### config.mk
export PLATFORM = sky130hd
export DESIGN_NAME = cpu_halt_ctrl
export DESIGN_NICKNAME = d
export VERILOG_FILES = /design/src/rtl/halt_pkg.sv /design/src/rtl/halt_wake_qual.sv /design/src/rtl/halt_fsm.sv /design/src/rtl/halt_bus_park.sv /design/src/rtl/cpu_halt_ctrl.sv
export SDC_FILE = /design/constraint.sdc
export NUM_CORES = 1
export LEC_CHECK = 0
export CAP_MARGIN = 30
export CORE_MARGIN = 3
export CORE_UTILIZATION = 55
export CTS_BUF_LIST = sky130_fd_sc_hd__clkbuf_4 sky130_fd_sc_hd__clkbuf_8
export CTS_CLUSTER_SIZE = 12
export DETAILED_ROUTE_END_ITERATION = 6
export DONT_BUFFER_PORTS = 1
export GPL_TIMING_DRIVEN = 0
export PLACE_DENSITY = 0.7
export RECOVER_POWER = 25
export SYNTH_ARGS = -nofsm -noshare
export SYNTH_HDL_FRONTEND = slang
export SYNTH_SLANG_ARGS = --single-unit
### constraint.sdc
create_clock -name clk -period 9.7 [get_ports clk]
set_input_delay 1.94 -clock clk [delete_from_list [all_inputs] [get_ports clk]]
set_output_delay 1.94 -clock clk [all_outputs]
set_load 0.05 [all_outputs]
### src/rtl/halt_pkg.sv
package halt_pkg;

  typedef enum logic {
    ST_RUN  = 1'b0,
    ST_HALT = 1'b1
  } hstate_e;

  // watchdog timeout action encodings
  localparam logic [1:0] WDM_NONE = 2'b00;
  localparam logic [1:0] WDM_NMI  = 2'b01;
  localparam logic [1:0] WDM_RST  = 2'b10;
  localparam logic [1:0] WDM_RSV  = 2'b11;

  // wake sources handled on a clock edge
  function automatic logic wake_intr(input logic nmi, input logic irq,
                                     input logic gie, input logic wdt_to,
                                     input logic [1:0] mode);
    return nmi | (irq & gie) | (wdt_to & (mode == WDM_NMI));
  endfunction

  // wake sources that reset the controller immediately
  function automatic logic wake_reset(input logic pin_n, input logic dbg,
                                      input logic wdt_to, input logic [1:0] mode);
    return ~pin_n | dbg | (wdt_to & (mode == WDM_RST));
  endfunction

endpackage

### src/rtl/halt_wake_qual.sv
module halt_wake_qual
  import halt_pkg::*;
(
  input  logic       clk,
  input  logic       ext_reset_n,
  input  logic       dbg_reset,
  input  logic       nmi_req,
  input  logic       irq_req,
  input  logic       irq_gie,
  input  logic       wdt_timeout,
  input  logic [1:0] wdt_mode,
  output logic       int_wake,
  output logic       sys_rst_n
);

  logic rst_wake;

  assign int_wake  = wake_intr(nmi_req, irq_req, irq_gie, wdt_timeout, wdt_mode);
  assign rst_wake  = wake_reset(ext_reset_n, dbg_reset, wdt_timeout, wdt_mode);
  assign sys_rst_n = ~rst_wake;


  irq_masked_chk: assert property (@(posedge clk) disable iff (!sys_rst_n)
    (!irq_gie && !nmi_req && !(wdt_timeout && wdt_mode == WDM_NMI)) |-> !int_wake);


  nmi_always_chk: assert property (@(posedge clk) disable iff (!sys_rst_n)
    nmi_req |-> int_wake);

endmodule

### src/rtl/halt_fsm.sv
module halt_fsm
  import halt_pkg::*;
(
  input  logic clk,
  input  logic sys_rst_n,
  input  logic halt_req,
  input  logic int_wake,
  output logic pc_freeze,
  output logic halted,
  output logic enter_evt,
  output logic exit_evt
);

  hstate_e state_q, state_d;

  assign enter_evt = (state_q == ST_RUN) && halt_req && !int_wake;
  assign exit_evt  = (state_q == ST_HALT) && int_wake;

  always_comb begin
    state_d = state_q;
    case (state_q)
      ST_RUN:  if (enter_evt) state_d = ST_HALT;
      ST_HALT: if (exit_evt)  state_d = ST_RUN;
      default: state_d = ST_RUN;
    endcase
  end

  always_ff @(posedge clk or negedge sys_rst_n) begin
    if (!sys_rst_n) state_q <= ST_RUN;
    else            state_q <= state_d;
  end

  assign pc_freeze = (state_q == ST_HALT);
  assign halted    = pc_freeze && !int_wake;


  enter_chk: assert property (@(posedge clk) disable iff (!sys_rst_n)
    enter_evt |=> (pc_freeze && halted) || int_wake);


  exit_chk: assert property (@(posedge clk) disable iff (!sys_rst_n)
    exit_evt |=> !pc_freeze);


  same_cycle_drop_chk: assert property (@(posedge clk) disable iff (!sys_rst_n)
    (pc_freeze && int_wake) |-> !halted);


  no_enter_on_wake_chk: assert property (@(posedge clk) disable iff (!sys_rst_n)
    (!pc_freeze && int_wake) |=> !pc_freeze);


  stay_halted_chk: assert property (@(posedge clk) disable iff (!sys_rst_n)
    (pc_freeze && !int_wake) |=> pc_freeze);

endmodule

### src/rtl/halt_bus_park.sv
module halt_bus_park #(
  parameter int ADDR_W = 24,
  parameter int DATA_W = 8,
  parameter int STB_W  = 10
) (
  input  logic              clk,
  input  logic              sys_rst_n,
  input  logic              park_hold,
  input  logic              park_pre,
  input  logic [ADDR_W-1:0] cpu_addr,
  input  logic [DATA_W-1:0] cpu_data,
  input  logic              cpu_data_oe,
  input  logic [STB_W-1:0]  cpu_stb_n,
  output logic [ADDR_W-1:0] ext_addr,
  output logic [DATA_W-1:0] ext_data,
  output logic              ext_data_oe,
  output logic [STB_W-1:0]  ext_stb_n
);

  logic              park;
  logic [ADDR_W-1:0] addr_q;

  assign park = park_hold | park_pre;

  // address register follows the core while running, freezes in halt
  always_ff @(posedge clk or negedge sys_rst_n) begin
    if (!sys_rst_n)     addr_q <= '0;
    else if (!park_hold) addr_q <= cpu_addr;
  end

  assign ext_addr    = park_hold ? addr_q : cpu_addr;
  assign ext_data_oe = park | cpu_data_oe;

  for (genvar d = 0; d < DATA_W; d++) begin : g_data
    assign ext_data[d] = cpu_data[d] & ~park;
  end

  for (genvar s = 0; s < STB_W; s++) begin : g_stb
    assign ext_stb_n[s] = cpu_stb_n[s] | park;
  end


  addr_stable_chk: assert property (@(posedge clk) disable iff (!sys_rst_n)
    (park_hold && $past(park_hold)) |-> $stable(ext_addr));


  park_levels_chk: assert property (@(posedge clk) disable iff (!sys_rst_n)
    park |-> (ext_data == '0) && ext_data_oe && (&ext_stb_n));


  pass_through_chk: assert property (@(posedge clk) disable iff (!sys_rst_n)
    !park |-> (ext_data == cpu_data) && (ext_stb_n == cpu_stb_n) &&
              (ext_addr == cpu_addr) && (ext_data_oe == cpu_data_oe));

endmodule

### src/rtl/cpu_halt_ctrl.sv
module cpu_halt_ctrl
  import halt_pkg::*;
#(
  parameter int ADDR_W = 24,
  parameter int DATA_W = 8,
  parameter int NUM_CS = 4
) (
  input  logic              clk,
  input  logic              ext_reset_n,
  input  logic              dbg_reset,
  input  logic              halt_req,
  input  logic              nmi_req,
  input  logic              irq_req,
  input  logic              irq_gie,
  input  logic              wdt_timeout,
  input  logic [1:0]        wdt_mode,
  input  logic [ADDR_W-1:0] cpu_addr,
  input  logic [DATA_W-1:0] cpu_data,
  input  logic              cpu_data_oe,
  input  logic              cpu_mem_req_n,
  input  logic [NUM_CS-1:0] cpu_chip_sel_n,
  input  logic              cpu_fetch_n,
  input  logic              cpu_grant_n,
  input  logic              cpu_io_req_n,
  input  logic              cpu_read_n,
  input  logic              cpu_write_n,
  output logic [ADDR_W-1:0] ext_addr,
  output logic [DATA_W-1:0] ext_data,
  output logic              ext_data_oe,
  output logic              ext_mem_req_n,
  output logic [NUM_CS-1:0] ext_chip_sel_n,
  output logic              ext_fetch_n,
  output logic              ext_grant_n,
  output logic              ext_io_req_n,
  output logic              ext_read_n,
  output logic              ext_write_n,
  output logic              pc_freeze,
  output logic              halted
);

  localparam int STB_W = NUM_CS + 6;

  logic             int_wake;
  logic             sys_rst_n;
  logic             enter_evt;
  logic             exit_evt;
  logic [STB_W-1:0] cpu_stb_n;
  logic [STB_W-1:0] ext_stb_n;

  assign cpu_stb_n = {cpu_mem_req_n, cpu_chip_sel_n, cpu_fetch_n,
                      cpu_grant_n, cpu_io_req_n, cpu_read_n, cpu_write_n};
  assign {ext_mem_req_n, ext_chip_sel_n, ext_fetch_n,
          ext_grant_n, ext_io_req_n, ext_read_n, ext_write_n} = ext_stb_n;

  halt_wake_qual u_qual (
    .clk         (clk),
    .ext_reset_n (ext_reset_n),
    .dbg_reset   (dbg_reset),
    .nmi_req     (nmi_req),
    .irq_req     (irq_req),
    .irq_gie     (irq_gie),
    .wdt_timeout (wdt_timeout),
    .wdt_mode    (wdt_mode),
    .int_wake    (int_wake),
    .sys_rst_n   (sys_rst_n)
  );

  halt_fsm u_fsm (
    .clk       (clk),
    .sys_rst_n (sys_rst_n),
    .halt_req  (halt_req),
    .int_wake  (int_wake),
    .pc_freeze (pc_freeze),
    .halted    (halted),
    .enter_evt (enter_evt),
    .exit_evt  (exit_evt)
  );

  halt_bus_park #(
    .ADDR_W (ADDR_W),
    .DATA_W (DATA_W),
    .STB_W  (STB_W)
  ) u_park (
    .clk         (clk),
    .sys_rst_n   (sys_rst_n),
    .park_hold   (pc_freeze),
    .park_pre    (halt_req),
    .cpu_addr    (cpu_addr),
    .cpu_data    (cpu_data),
    .cpu_data_oe (cpu_data_oe),
    .cpu_stb_n   (cpu_stb_n),
    .ext_addr    (ext_addr),
    .ext_data    (ext_data),
    .ext_data_oe (ext_data_oe),
    .ext_stb_n   (ext_stb_n)
  );


  wdt_reserved_chk: assert property (@(posedge clk) disable iff (!sys_rst_n)
    (pc_freeze && wdt_timeout && (wdt_mode == WDM_NONE || wdt_mode == WDM_RSV) &&
     !nmi_req && !(irq_req && irq_gie)) |=> pc_freeze);


  exit_ordering_chk: assert property (@(posedge clk) disable iff (!sys_rst_n)
    exit_evt |-> pc_freeze && !enter_evt);

endmodule

==> flow_summary_export.csv <==
group,metric,value,unit
final_layout,nets,141,
cts,cts_made_buffers,3,
synth,synth_area_leader_cell,"dfrtp_1",
routing,firstDrtPassIters,2,
worst_setup_path,critPathArrivalTime,2.70,ns
synth,ys_seq_elements,25,
timing,post-route-period-util,47.8,%
worst_hold_path,hp-class,"flip-flop to flip-flop",
floorplanning,die_x,51.3,um
global_routing,grt_overflow,0,
final_layout,diodes,0,
synth,synth_fp_nets,134,
routing,first_iter_violations,1,
cts,clk_pin_slew_worst_paths,0.11,ns
worst_setup_path,path_buf_inv,1,
timing,final.setup.tns,0,ns
cts,post_cts_buffers,0,
worst_setup_path,critical_path_class,"input pin to primary output",
synth,synth_common_cells,"25 x dfrtp_1, 24 x mux2_2, 11 x or3_1, 8 x and2_1, 4 x buf_6",
worst_setup_path,cp-start-kind,"input pin",
timing,clock_skew,0.00362,ns
synth,yosysSeqAreaShare,55.4,%
routing,wirelength,2150,um
synth,async_reset_ff_share,100,%
routing,post-route-drc-count,0,
global_routing,grt_pass1_vias,645,
placed_design,post_dp_cell_area,0.00120,mm^2
status,outcome,"finished clean",
placed_design,finalWeightedCongestion,0.606,
global_routing,grt_max_degree,14,
placed_design,io_buffers,0,
pwr,power.density,195,mW/mm^2
timing,finalSetupViolCount,0,
cts,clk_root_buffer_cell,"clkbuf_4",
global_routing,grt_pass1_wl,3040,um
routing,ant_nets,0,
floorplanning,core-area,0.00184,mm^2
worst_setup_path,path_delay_family,"simple AND/OR/NAND/NOR gates",
synth,yosysMostFrequentCell,"dfrtp_1",
worst_setup_path,crit_path_max_fanout,10,
synth,ys_types,11,
pwr,vdd.ir_drop.worst,0.000161,V
worst_setup_path,max_stage_delay,0.60,ns
cts,htreeDepth,1,
timing,hold_viol,0,
timing,rsz0062_at_grt,"false",
synth,avgSynthCellArea,13.9,um^2
final_layout,fillCellCount,139,
worst_setup_path,slowest_stage,"or3_1",
floorplanning,row_count,15,
synth,syn_area,0.00113,mm^2
timing,drv_slew,0,
routing,vias,639,
placed_design,placed_cells,108,
floorplanning,io_pins,98,
synth,yosys_most_used_dff,"dfrtp_1",
pwr,finalPower,0.240,mW
final_layout,final_layout_size_suffix_gt1_share,17.2,%
pwr,cellLeakagePower,0.531,nW
floorplanning,start_util,61.4,%
final_layout,fin_cells,112,
synth,netlist_instances,81,
routing,wl_per_cell,19.2,um
worst_setup_path,end_kind,"primary output",
final_layout,final_cell_area,0.00123,mm^2
synth,synth_top_area_share,55.4,%
synth,synth_area_leaders,"dfrtp_1 55%, mux2_2 24%, or3_1 6.1%",
worst_setup_path,crit_required,7.76,ns
worst_setup_path,path_cells,"clkbuf_1 -> or3_1",
cts,postCtsHoldBufs,0,
cts,clock-sinks,25,
timing,fmax,216,MHz
cts,clock_path_buffers,2,
synth,synth_edf_count,0,
job,drv_cap,0,
final_layout,area_delta_synth_final,8.98,%
routing,vias_per_cell,5.71,
cts,ctsResizeCount,0,
timing,fin_crit,4.64,ns
timing,slew_headroom,50.5,%
global_routing,grt_antenna_before_repair,0,
cts,tritoncts,"done",
global_routing,grt_usage,15.7,%
timing,worst_pin_slew,0.743,ns
timing,holdWs,0.753,ns
cts,clkLatencyLatePin,0.30,ns
floorplanning,die_area,0.00263,mm^2
synth,yosys_warnings,0,
floorplanning,die_height,51.3,um
per-layer routing:
layer  vias to the layer above  share of wire [%]  GRT usage [%]
met1                       299                 32           18.0
met3                         0                 12           8.45
met2                        42                 56           27.0
li1                        298                  -              -
met5                         -                  0              0
met4                         0                  0           1.31
cell families after synthesis:
| logic type | synth area share (%) |
|---|---|
| buf+inv | 5.32 |
| simple gates | 11.9 |
| mux | 23.9 |
| compound gates | 3.44 |
| flops | 55.4 |
placed cells by master (no fill, tap or decap):
master	synthesis	final
nor2_2	1	1
dfrtp_1	25	25
or3_1	11	11
buf_6	4	4
inv_1	3	3
clkbuf_1	1	1
clkbuf_4	0	4
a2111oi_2	2	2
buf_8	0	1
mux2_1	0	23
and3b_1	1	1
a311oi_4	0	1
and2_1	8	8
buf_4	0	1
mux2_2	24	1
worst register-to-register path: stages (launching register included):
cell	delay [ns]
dfrtp_1	0.67
buf_6	0.21
buf_6	0.16
mux2_1	0.55
metrics by stage:
step                util (%)  worst slack (ns)
finish                  66.9              5.06
global route            66.9              5.02
CTS                     66.9              5.06
detailed placement      65.2              5.06
global placement        63.1              4.05
floorplan                  -              4.56
worst paths after layout:
check	cells after the start	to	slack, ns	start
setup / recovery	2	ext_grant_n	5.06	halt_req
hold / removal	1	u_park.addr_q[11]	0.75	u_park.addr_q[11]
setup reg to reg	3	u_park.addr_q[12]	7.90	u_fsm.pc_freeze
hold reg to reg	1	u_park.addr_q[11]	0.75	u_park.addr_q[11]
max in group asynchronous	3	u_park.addr_q[11]	7.35	wdt_mode[0]
min in group asynchronous	1	u_park.addr_q[1]	1.73	wdt_mode[1]
state kept, by name (all words and copies together) (netlist names):
signal,cells
u_park.addr_q,24
u_fsm.pc_freeze,1
report_power, final:
part / internal (mW) / leakage (nW) / total (mW) / switching [mW]
logic: 0.0131 / 0.203 / 0.0785 / 0.0654
clock network: 0.0188 / 0.0184 / 0.0444 / 0.0256
registers: 0.113 / 0.309 / 0.117 / 0.00350
area by class of cell:
class                   instances  area [um^2]  area share, %
clock buffers                   4         30.0           2.44
multi-input cells              48          460           37.4
repair buffers                  2         22.5           1.83
flip-flops and latches         25          626           50.9
plain buffers                   5         48.8           3.97
inverters                       3         11.3          0.916
well taps                      25         31.3           2.54
Power figures use the tool's default switching activity.
